===== src/rtl/eeprom_arb_pkg.sv =====
`timescale 1ns/1ps
package eeprom_arb_pkg;
  // Field positions software decodes in the control register
  localparam int unsigned BIT_REQ = 5;
  localparam int unsigned BIT_RDY = 4;
  localparam int unsigned BIT_CS  = 3;
  localparam int unsigned BIT_SK  = 2;
  localparam int unsigned BIT_DO  = 1;
  localparam int unsigned BIT_DI  = 0;

  typedef enum logic {ST_FREE, ST_HELD} arb_state_e;

  typedef struct packed {
    logic cs;
    logic sk;
    logic dout;
  } pin_bits_t;
endpackage


===== src/rtl/ee_arb_fsm.sv =====
`timescale 1ns/1ps
module ee_arb_fsm
  import eeprom_arb_pkg::*;
(
  input  logic clk,
  input  logic rst,
  input  logic req_i,
  input  logic busy_i,
  output logic own_o,
  output logic own_next_o
);
  arb_state_e state_q, state_d;

  always_comb begin
    state_d = state_q;
    unique case (state_q)
      ST_FREE: if (req_i && !busy_i) state_d = ST_HELD;
      ST_HELD: if (!req_i)           state_d = ST_FREE;
      default:                       state_d = ST_FREE;
    endcase
  end

  always_ff @(posedge clk) begin
    if (rst) state_q <= ST_FREE;
    else     state_q <= state_d;
  end

  assign own_o      = (state_q == ST_HELD);
  assign own_next_o = (state_d == ST_HELD);

  assert_grant_when_idle_R3: assert property (@(posedge clk) disable iff (rst)
    $rose(own_o) |-> $past(req_i && !busy_i));
  assert_release_R9: assert property (@(posedge clk) disable iff (rst)
    (own_o && !req_i) |=> !own_o);
  assert_no_preempt_R10: assert property (@(posedge clk) disable iff (rst)
    (own_o && req_i) |=> own_o);
endmodule


===== src/rtl/ee_ready_timer.sv =====
`timescale 1ns/1ps
module ee_ready_timer #(
  parameter int unsigned DLY = 160
) (
  input  logic clk,
  input  logic rst,
  input  logic keep_i,   // port held and request set after this edge
  input  logic held_i,   // port held before this edge
  input  logic we_i,
  output logic rdy_o
);
  localparam int unsigned CW = (DLY > 1) ? $clog2(DLY) : 1;
  localparam logic [CW:0]   LIM  = (CW+1)'(DLY);
  localparam logic [CW-1:0] LOAD = CW'(DLY - 1);

  logic [CW-1:0] cnt_q;
  logic          rdy_q;

  always_ff @(posedge clk) begin
    if (rst || !keep_i) begin
      rdy_q <= 1'b0;
      cnt_q <= '0;
    end else if (!held_i) begin
      rdy_q <= 1'b1;                 // grant: no pacing delay
      cnt_q <= '0;
    end else if (we_i) begin
      rdy_q <= 1'b0;
      cnt_q <= LOAD;
    end else if (!rdy_q) begin
      if (cnt_q == '0) rdy_q <= 1'b1;
      else             cnt_q <= cnt_q - 1'b1;
    end
  end

  assign rdy_o = rdy_q;

  assert_first_rise_R4: assert property (@(posedge clk) disable iff (rst)
    ($rose(held_i) && $past(keep_i)) |-> rdy_q);
  assert_write_drop_R5: assert property (@(posedge clk) disable iff (rst)
    (we_i && held_i && keep_i) |=> !rdy_q);
  assert_cnt_bound_R6: assert property (@(posedge clk) disable iff (rst)
    ({1'b0, cnt_q} < LIM));
endmodule


===== src/rtl/ee_pin_drive.sv =====
`timescale 1ns/1ps
module ee_pin_drive
  import eeprom_arb_pkg::*;
(
  input  logic      clk,
  input  logic      rst,
  input  logic      en_i,
  input  pin_bits_t fld_i,
  input  logic      miso_i,
  output pin_bits_t pins_o,
  output logic      din_o
);
  always_ff @(posedge clk) begin
    if (rst) begin
      pins_o <= '0;
      din_o  <= 1'b0;
    end else begin
      pins_o <= en_i ? fld_i : '0;
      din_o  <= en_i & miso_i;
    end
  end

  assert_din_capture_R8: assert property (@(posedge clk) disable iff (rst)
    $past(en_i) |-> (din_o == $past(miso_i)));
endmodule


===== src/rtl/eeprom_port_arb.sv =====
`timescale 1ns/1ps
module eeprom_port_arb
  import eeprom_arb_pkg::*;
#(
  parameter int unsigned READY_DLY_CYC = 160,
  parameter int unsigned REG_W         = 8
) (
  input  logic             clk,
  input  logic             rst,
  input  logic             ctl_we,
  input  logic [REG_W-1:0] ctl_wdata,
  output logic [REG_W-1:0] ctl_rdata,
  input  logic             mem_busy,
  output logic             mem_own,
  output logic             ee_cs,
  output logic             ee_sk,
  output logic             ee_mosi,
  input  logic             ee_miso
);
  logic      req_q, req_d;
  pin_bits_t fld_q, fld_d;
  logic      own_q, own_nx, keep;
  logic      rdy_q, din_q;
  pin_bits_t pins_q;

  always_comb begin
    req_d = ctl_we ? ctl_wdata[BIT_REQ] : req_q;
    fld_d = ctl_we ? pin_bits_t'{cs:   ctl_wdata[BIT_CS],
                                 sk:   ctl_wdata[BIT_SK],
                                 dout: ctl_wdata[BIT_DO]} : fld_q;
  end

  always_ff @(posedge clk) begin
    if (rst) begin
      req_q <= 1'b0;
      fld_q <= '0;
    end else begin
      req_q <= req_d;
      fld_q <= fld_d;
    end
  end

  ee_arb_fsm u_fsm (
    .clk(clk), .rst(rst), .req_i(req_q), .busy_i(mem_busy),
    .own_o(own_q), .own_next_o(own_nx)
  );

  assign keep = own_nx & req_d;

  ee_ready_timer #(.DLY(READY_DLY_CYC)) u_tmr (
    .clk(clk), .rst(rst), .keep_i(keep), .held_i(own_q),
    .we_i(ctl_we), .rdy_o(rdy_q)
  );

  ee_pin_drive u_drv (
    .clk(clk), .rst(rst), .en_i(keep), .fld_i(fld_d),
    .miso_i(ee_miso), .pins_o(pins_q), .din_o(din_q)
  );

  always_comb begin
    ctl_rdata          = '0;
    ctl_rdata[BIT_REQ] = req_q;
    ctl_rdata[BIT_RDY] = rdy_q;
    ctl_rdata[BIT_CS]  = fld_q.cs;
    ctl_rdata[BIT_SK]  = fld_q.sk;
    ctl_rdata[BIT_DO]  = fld_q.dout;
    ctl_rdata[BIT_DI]  = din_q;
  end

  assign mem_own = own_q;
  assign ee_cs   = pins_q.cs;
  assign ee_sk   = pins_q.sk;
  assign ee_mosi = pins_q.dout;

  assert_field_store_R2: assert property (@(posedge clk) disable iff (rst)
    ctl_we |=> (ctl_rdata[BIT_CS] == $past(ctl_wdata[BIT_CS])));
  assert_pins_idle_R7: assert property (@(posedge clk) disable iff (rst)
    !mem_own |-> (!ee_cs && !ee_sk && !ee_mosi));
  assert_din_idle_R8: assert property (@(posedge clk) disable iff (rst)
    !mem_own |-> !ctl_rdata[BIT_DI]);
  assert_rdy_needs_own_R9: assert property (@(posedge clk) disable iff (rst)
    ctl_rdata[BIT_RDY] |-> mem_own);
endmodule


===== config.mk =====
export PLATFORM = sky130hd
export DESIGN_NAME = eeprom_port_arb
export DESIGN_NICKNAME = d
export VERILOG_FILES = /design/src/rtl/eeprom_arb_pkg.sv /design/src/rtl/ee_arb_fsm.sv /design/src/rtl/ee_ready_timer.sv /design/src/rtl/ee_pin_drive.sv /design/src/rtl/eeprom_port_arb.sv
export SDC_FILE = /design/constraint.sdc
export NUM_CORES = 1
export LEC_CHECK = 0
export BUFFER_PORTS_ARGS = -buffer_cell sky130_fd_sc_hd__buf_2
export CAP_MARGIN = 20
export CORE_UTILIZATION = 37
export CTS_BUF_LIST = sky130_fd_sc_hd__clkbuf_2
export CTS_CLUSTER_SIZE = 25
export DETAILED_ROUTE_END_ITERATION = 6
export GPL_TIMING_DRIVEN = 0
export PLACE_DENSITY_LB_ADDON = 0.2
export RECOVER_POWER = 100
export SLEW_MARGIN = 5
export SYNTH_ARGS = -nofsm -noshare
export SYNTH_HDL_FRONTEND = slang
export SYNTH_SLANG_ARGS = --single-unit

===== constraint.sdc =====
create_clock -name clk -period 2.13 [get_ports clk]
set_clock_uncertainty 0.1 [all_clocks]
set_input_delay 0.213 -clock clk [delete_from_list [all_inputs] [get_ports clk]]
set_output_delay 0.213 -clock clk [all_outputs]
set_load 0.05 [all_outputs]

* After elaboration in Yosys (flattened, before gate mapping)
Cells that the tools add are included.
** Word-level totals
- Register bits after elaboration :: 18
- Latch bits :: 0
- Memory bits (writable) :: 0
- Memory bits (read-only) :: 0
- Bits of input ports :: 13
- Output and inout port bits :: 12
- Memories :: 0
** Operators by class
- Add/sub/neg operators :: 1
- Multiply operators :: 0
- Div/mod/pow operators :: 0
- Magnitude comparators :: 0
- Eq/ne operators :: 2
- Shift operators :: 0
- Muxes and demuxes :: 12
- Bitwise logic cells :: 6
- Reduce and logical (&&, ||, !) cells :: 10
** Operators by type and width (number)
- 2-to-1 mux 8 bit :: 3
- zero test 8 bit :: 1
- subtractor 8 x 1 -> 8 bit, second input constant :: 1
- 2-to-1 mux 1 bit :: 7
- != test 2 bit, second input constant :: 2
- NOT 1 bit :: 4
- AND reduction 2 bit :: 2
- OR reduction 2 bit :: 2
- 2-to-1 mux 3 bit :: 1
- OR reduction 3 bit :: 1
- AND 1 bit :: 2
- zero test 1 bit :: 2
- one-hot mux 1 bit (2 select lines) :: 1
- logical AND 1 bit :: 1
- logical OR 1 bit :: 1

* Logic depth before layout (Yosys ltp)
- Depth in word-level cells :: 8
- Mapped depth :: 6

* Cells and area by module
From an unflattened synthesis, not the netlist that was laid out.
** Unflattened totals
- Cells, all modules :: 89
- Area, all modules :: 883.3 µm²
** By module, submodules not included
- ee_ready_timer :: instances 1, cells each 57, area an instance 508.0 µm²
- eeprom_port_arb :: instances 1, cells each 19, area an instance 215.2 µm²
- ee_pin_drive :: instances 1, cells each 8, area an instance 115.1 µm²
- ee_arb_fsm :: instances 1, cells each 5, area an instance 45.0 µm²

* Least setup slack after synthesis
No wires, ideal clock.
- Path kind :: reg2reg
- Start :: register u_tmr.cnt_q[0]
- End :: register u_tmr.cnt_q[5]
- Arrival :: 1.364 ns
- Required time :: 1.941 ns
- Setup slack :: 0.577 ns
- Stages on the path, launching flop included :: 7
- Buffers on the path :: 0
- Period minus slack after synthesis :: 1.553 ns
- Path through :: dfxtp_1 inv_1 ha_1 nor3b_2 a21oi_2 nand4_1 a211oi_1
** On the way
- Word-level cells in the longest chain between the ends :: 3
- Elaborated cells between the ends (all ways) :: 4
- Classes of those cells :: 1 x add/sub; 1 x bitwise; 2 x reduce/logical
** RTL lines
- start: declaration :: line ee_ready_timer.sv:16 : logic [CW-1:0] cnt_q;
- start signal: assignment :: line ee_ready_timer.sv:31 : else cnt_q <= cnt_q - 1'b1;
- branches (longest 3 deep; another with subtractor 8 x 1 -> 8 bit)
Several ways; the timed one is not identified.
A chain may end at the register's enable or synchronous reset.

* Worst setup path after layout
Ends and elaborated chain as after synthesis.

==> reports/summary.txt <==
TIMING
---------------------------------------------------------------------------------------
Highest clock rate                                                            0.569 GHz
Final Setup Violations                                                                0
Final number of max-transition violations                                             0
RSZ-0062 raised after global routing                                              false
Final Hold Viols                                                                      0
Min Tclk post-route                                                             1760 ps
Total negative slack for setup checks                                              0 ps
PnR worst setup slack                                                            371 ps
Slew of the pin with the lowest slew margin                                      599 ps
Max_slew headroom                                                                 60.2%
Period utilisation layout                                                         82.6%

CRITICAL PATH
---------------------------------------------------------------------------------------
CP Capture Type                                                                    flop
Maximum net fanout on the critical path                                               8
Required time reported for the critical path endpoint                           2230 ps
Master of the slowest instance on the critical path                             dfxtp_1
Buf+Inv Stages, Crit Path                                                             1
Arr. time, crit path                                                            1860 ps
CP startpoint kind                                                                 flop
WS Path Type                                                                 reg -> reg
Ordered cell list for the critical path                                    inv_1 -> ha_1 -> nor3b_2 -> a21oi_2 -> nand4_1 -> a211oi_1
Max incr delay on CP                                                             420 ps
Cell type group with the largest total delay on the critical path          compound AO/OA/AOI/OAI gates

ROUTE
---------------------------------------------------------------------------------------
Number of nets with antenna violations after routing                                  0
Routed wirelength normalized by instance count                                  10.4 µm
Final Routed Wirelength                                                         1.38 mm
DRC violation count after routing                                                     0
1st-pass router iterations                                                            2
Number of violations reported at the end of detailed-routing iteration 0              5
Detail-routed via count per cell                                                   4.70
Vias after detailed routing                                                         621

DIE
---------------------------------------------------------------------------------------
Placeable core area                                                            2020 µm²
Cell row count                                                                       16
Io pins                                                                              25
Area of the die                                                                2390 µm²
Initial core utilization                                                          40.2%
Die boundary width                                                              48.9 µm
Chip Height                                                                     48.9 µm

POWER
---------------------------------------------------------------------------------------
Power density relative to cell area                                          585 nW/µm²
LEAKAGE                                                                        0.377 nW
VDD IR max                                                                     0.305 mV
Design Power                                                                     548 µW

SYNTH
---------------------------------------------------------------------------------------
Library cell with the highest instance count after synthesis                    dfxtp_1
Largest area contributor in the synthesized netlist                             dfxtp_1
Sequential fraction of the synthesis area                                         44.3%
Mapped Area                                                                     813 µm²
Synth top area share                                                              44.3%
Distinct cell type count of the synthesized netlist                                  30
Number of synthesized register bits                                                  18
Mean Syn Cell Area                                                             9.80 µm²
Yosys warnings                                                                        0
Leading post-synthesis cells by cell area                                  dfxtp_1 44%, xnor2_1 5.4%, nor2_1 5.1%
Post-synth top cells                                                       18 x dfxtp_1, 11 x nor2_1, 6 x a21oi_1
Number of flops mapped to enable cells by yosys                                       0
Synth async-reset ratio                                                              0%
Post-synthesis cell count                                                            83
Most common flop cell mapped by yosys                                           dfxtp_1

CLOCK NETWORK
---------------------------------------------------------------------------------------
Clk slew on worst S/H paths                                                      150 ps
Post-CTS setup buffers                                                                0
Bufs on Longest Clock Path                                                            2
Number of levels the H-tree was split into                                            1
Hold buffers post-CTS                                                                 0
Number of clock sinks                                                                18
Count of instances resized after the clock tree is built                              0
CTS root buffer                                                                clkbuf_2
TritonCTS clock tree                                                               done
TritonCTS Buffers                                                                     3
Worst skew pair latency                                                          280 ps

PLACED DESIGN
---------------------------------------------------------------------------------------
Setup WS pre-CTS                                                                 389 ps
HPWL after detailed placement                                                   1.07 mm
Number of buffers added on ports                                                     18
RD Place Congestion                                                               0.738

FINISH
---------------------------------------------------------------------------------------
Final core area utilization                                                       46.3%
Final net count                                                                     122
Total inserted antenna cells                                                          0
Fraction of final layout cells with drive strength greater than 1                 19.0%
Area Growth Syn to Fin                                                            15.2%

GLOBAL ROUTE
---------------------------------------------------------------------------------------
Maximum number of pins on one net before global-route repair                         11
Gr usage total                                                                    12.8%
Remaining global-route overflow                                                       0
Wire length of the first global-routing pass                                    2.37 mm
Number of global-route vias before repair                                           572
Antenna violations before repair                                                      0

FLOW RUN
---------------------------------------------------------------------------------------
Maxcap violations                                                                     0

MIN PATH
---------------------------------------------------------------------------------------
Worst Hold Class                                                              in -> reg

OUTCOME
---------------------------------------------------------------------------------------
Outcome                                                                    complete, no violations

-- worst paths after layout --
path,startpoint,end,slack [ps],cells after the start
worst min-delay path,ee_miso,u_drv.din_o,40,2
worst max register to register,u_tmr.cnt_q[0],u_tmr.cnt_q[5],370,6
worst min register to register,ctl_rdata[3],ctl_rdata[3],440,2
worst max-delay path,u_tmr.cnt_q[0],u_tmr.cnt_q[5],370,6
-- worst register-to-register path, cell delays in order, from the launching register on --
cell and delay [ps]:
dfxtp_1 420, inv_1 80, ha_1 190, nor3b_2 180, a21oi_2 340, nand4_1 140
a211oi_1 230
-- cells by family after synthesis --
logic type                 synth area share, %
and+or+nand+nor                           24.2
DFF                                       44.3
AOI/OAI and AO/OA                         10.8
buffers and inverters                     6.92
xor gates and xnor gates                  5.38
muxes                                     4.92
adders and majority gates                 3.08
other                                    0.461
-- sequential cells by signal (all words and copies together), names as in the netlist --
name          count
u_tmr.cnt_q       8
ctl_rdata         3
req_q             1
u_fsm.own_o       1
u_tmr.rdy_o       1
u_drv.din_o       1
u_drv.pins_o      3
-- per-stage QoR --
stage          instance area (µm²)  hold WS [ps]  std cells
6_report                       937          43.3        132
3_5_place_dp                   941           350        129
5_1_grt                        937          17.3        132
4_1_cts                        956          25.4        132
3_3_place_gp                   941           354        129
2_1_floorplan                  817           185         84
-- power breakdown --
| part | switching (mW) | internal [mW] | leakage, nW |
|---|---|---|---|
| registers | 0.00386 | 0.343 | 0.146 |
| logic | 0.0483 | 0.0217 | 0.218 |
| clock network | 0.0927 | 0.0384 | 0.0125 |
| total | 0.145 | 0.403 | 0.377 |
-- cells in the final DEF, fill, tap and decap left out, types with 3 or more instances in the layout --
cell type   n
a21oi_1     6
clkbuf_2    3
nor3_1      3
inv_1       4
buf_2       7
xnor2_1     5
clkbuf_1   12
dfxtp_1    18
buf_4       5
mux2i_1     4
nor2_1     11
-- routing by layer --
| layer | up-vias | wire (µm) | global-route usage [%] |
|---|---|---|---|
| li1 | 327 | - | - |
| met1 | 278 | 673 | 16.0 |
| met2 | 14 | 648 | 21.5 |
| met3 | 2 | 46 | 1.87 |
| met4 | 0 | 9 | 5.88 |
| met5 | - | 0 | 0 |
-- area by class of cell --
class,count,area [µm²]
Fill cell,203,1080
Tap cell,27,33.8
Clock buffer,3,15.0
Inverter,4,15.0
Sequential cell,18,360
Timing Repair Buffer,18,76.3
Buffer,6,41.3
Multi-Input combinational cell,56,395
Note: power is estimated with default switching activity, not from simulation.
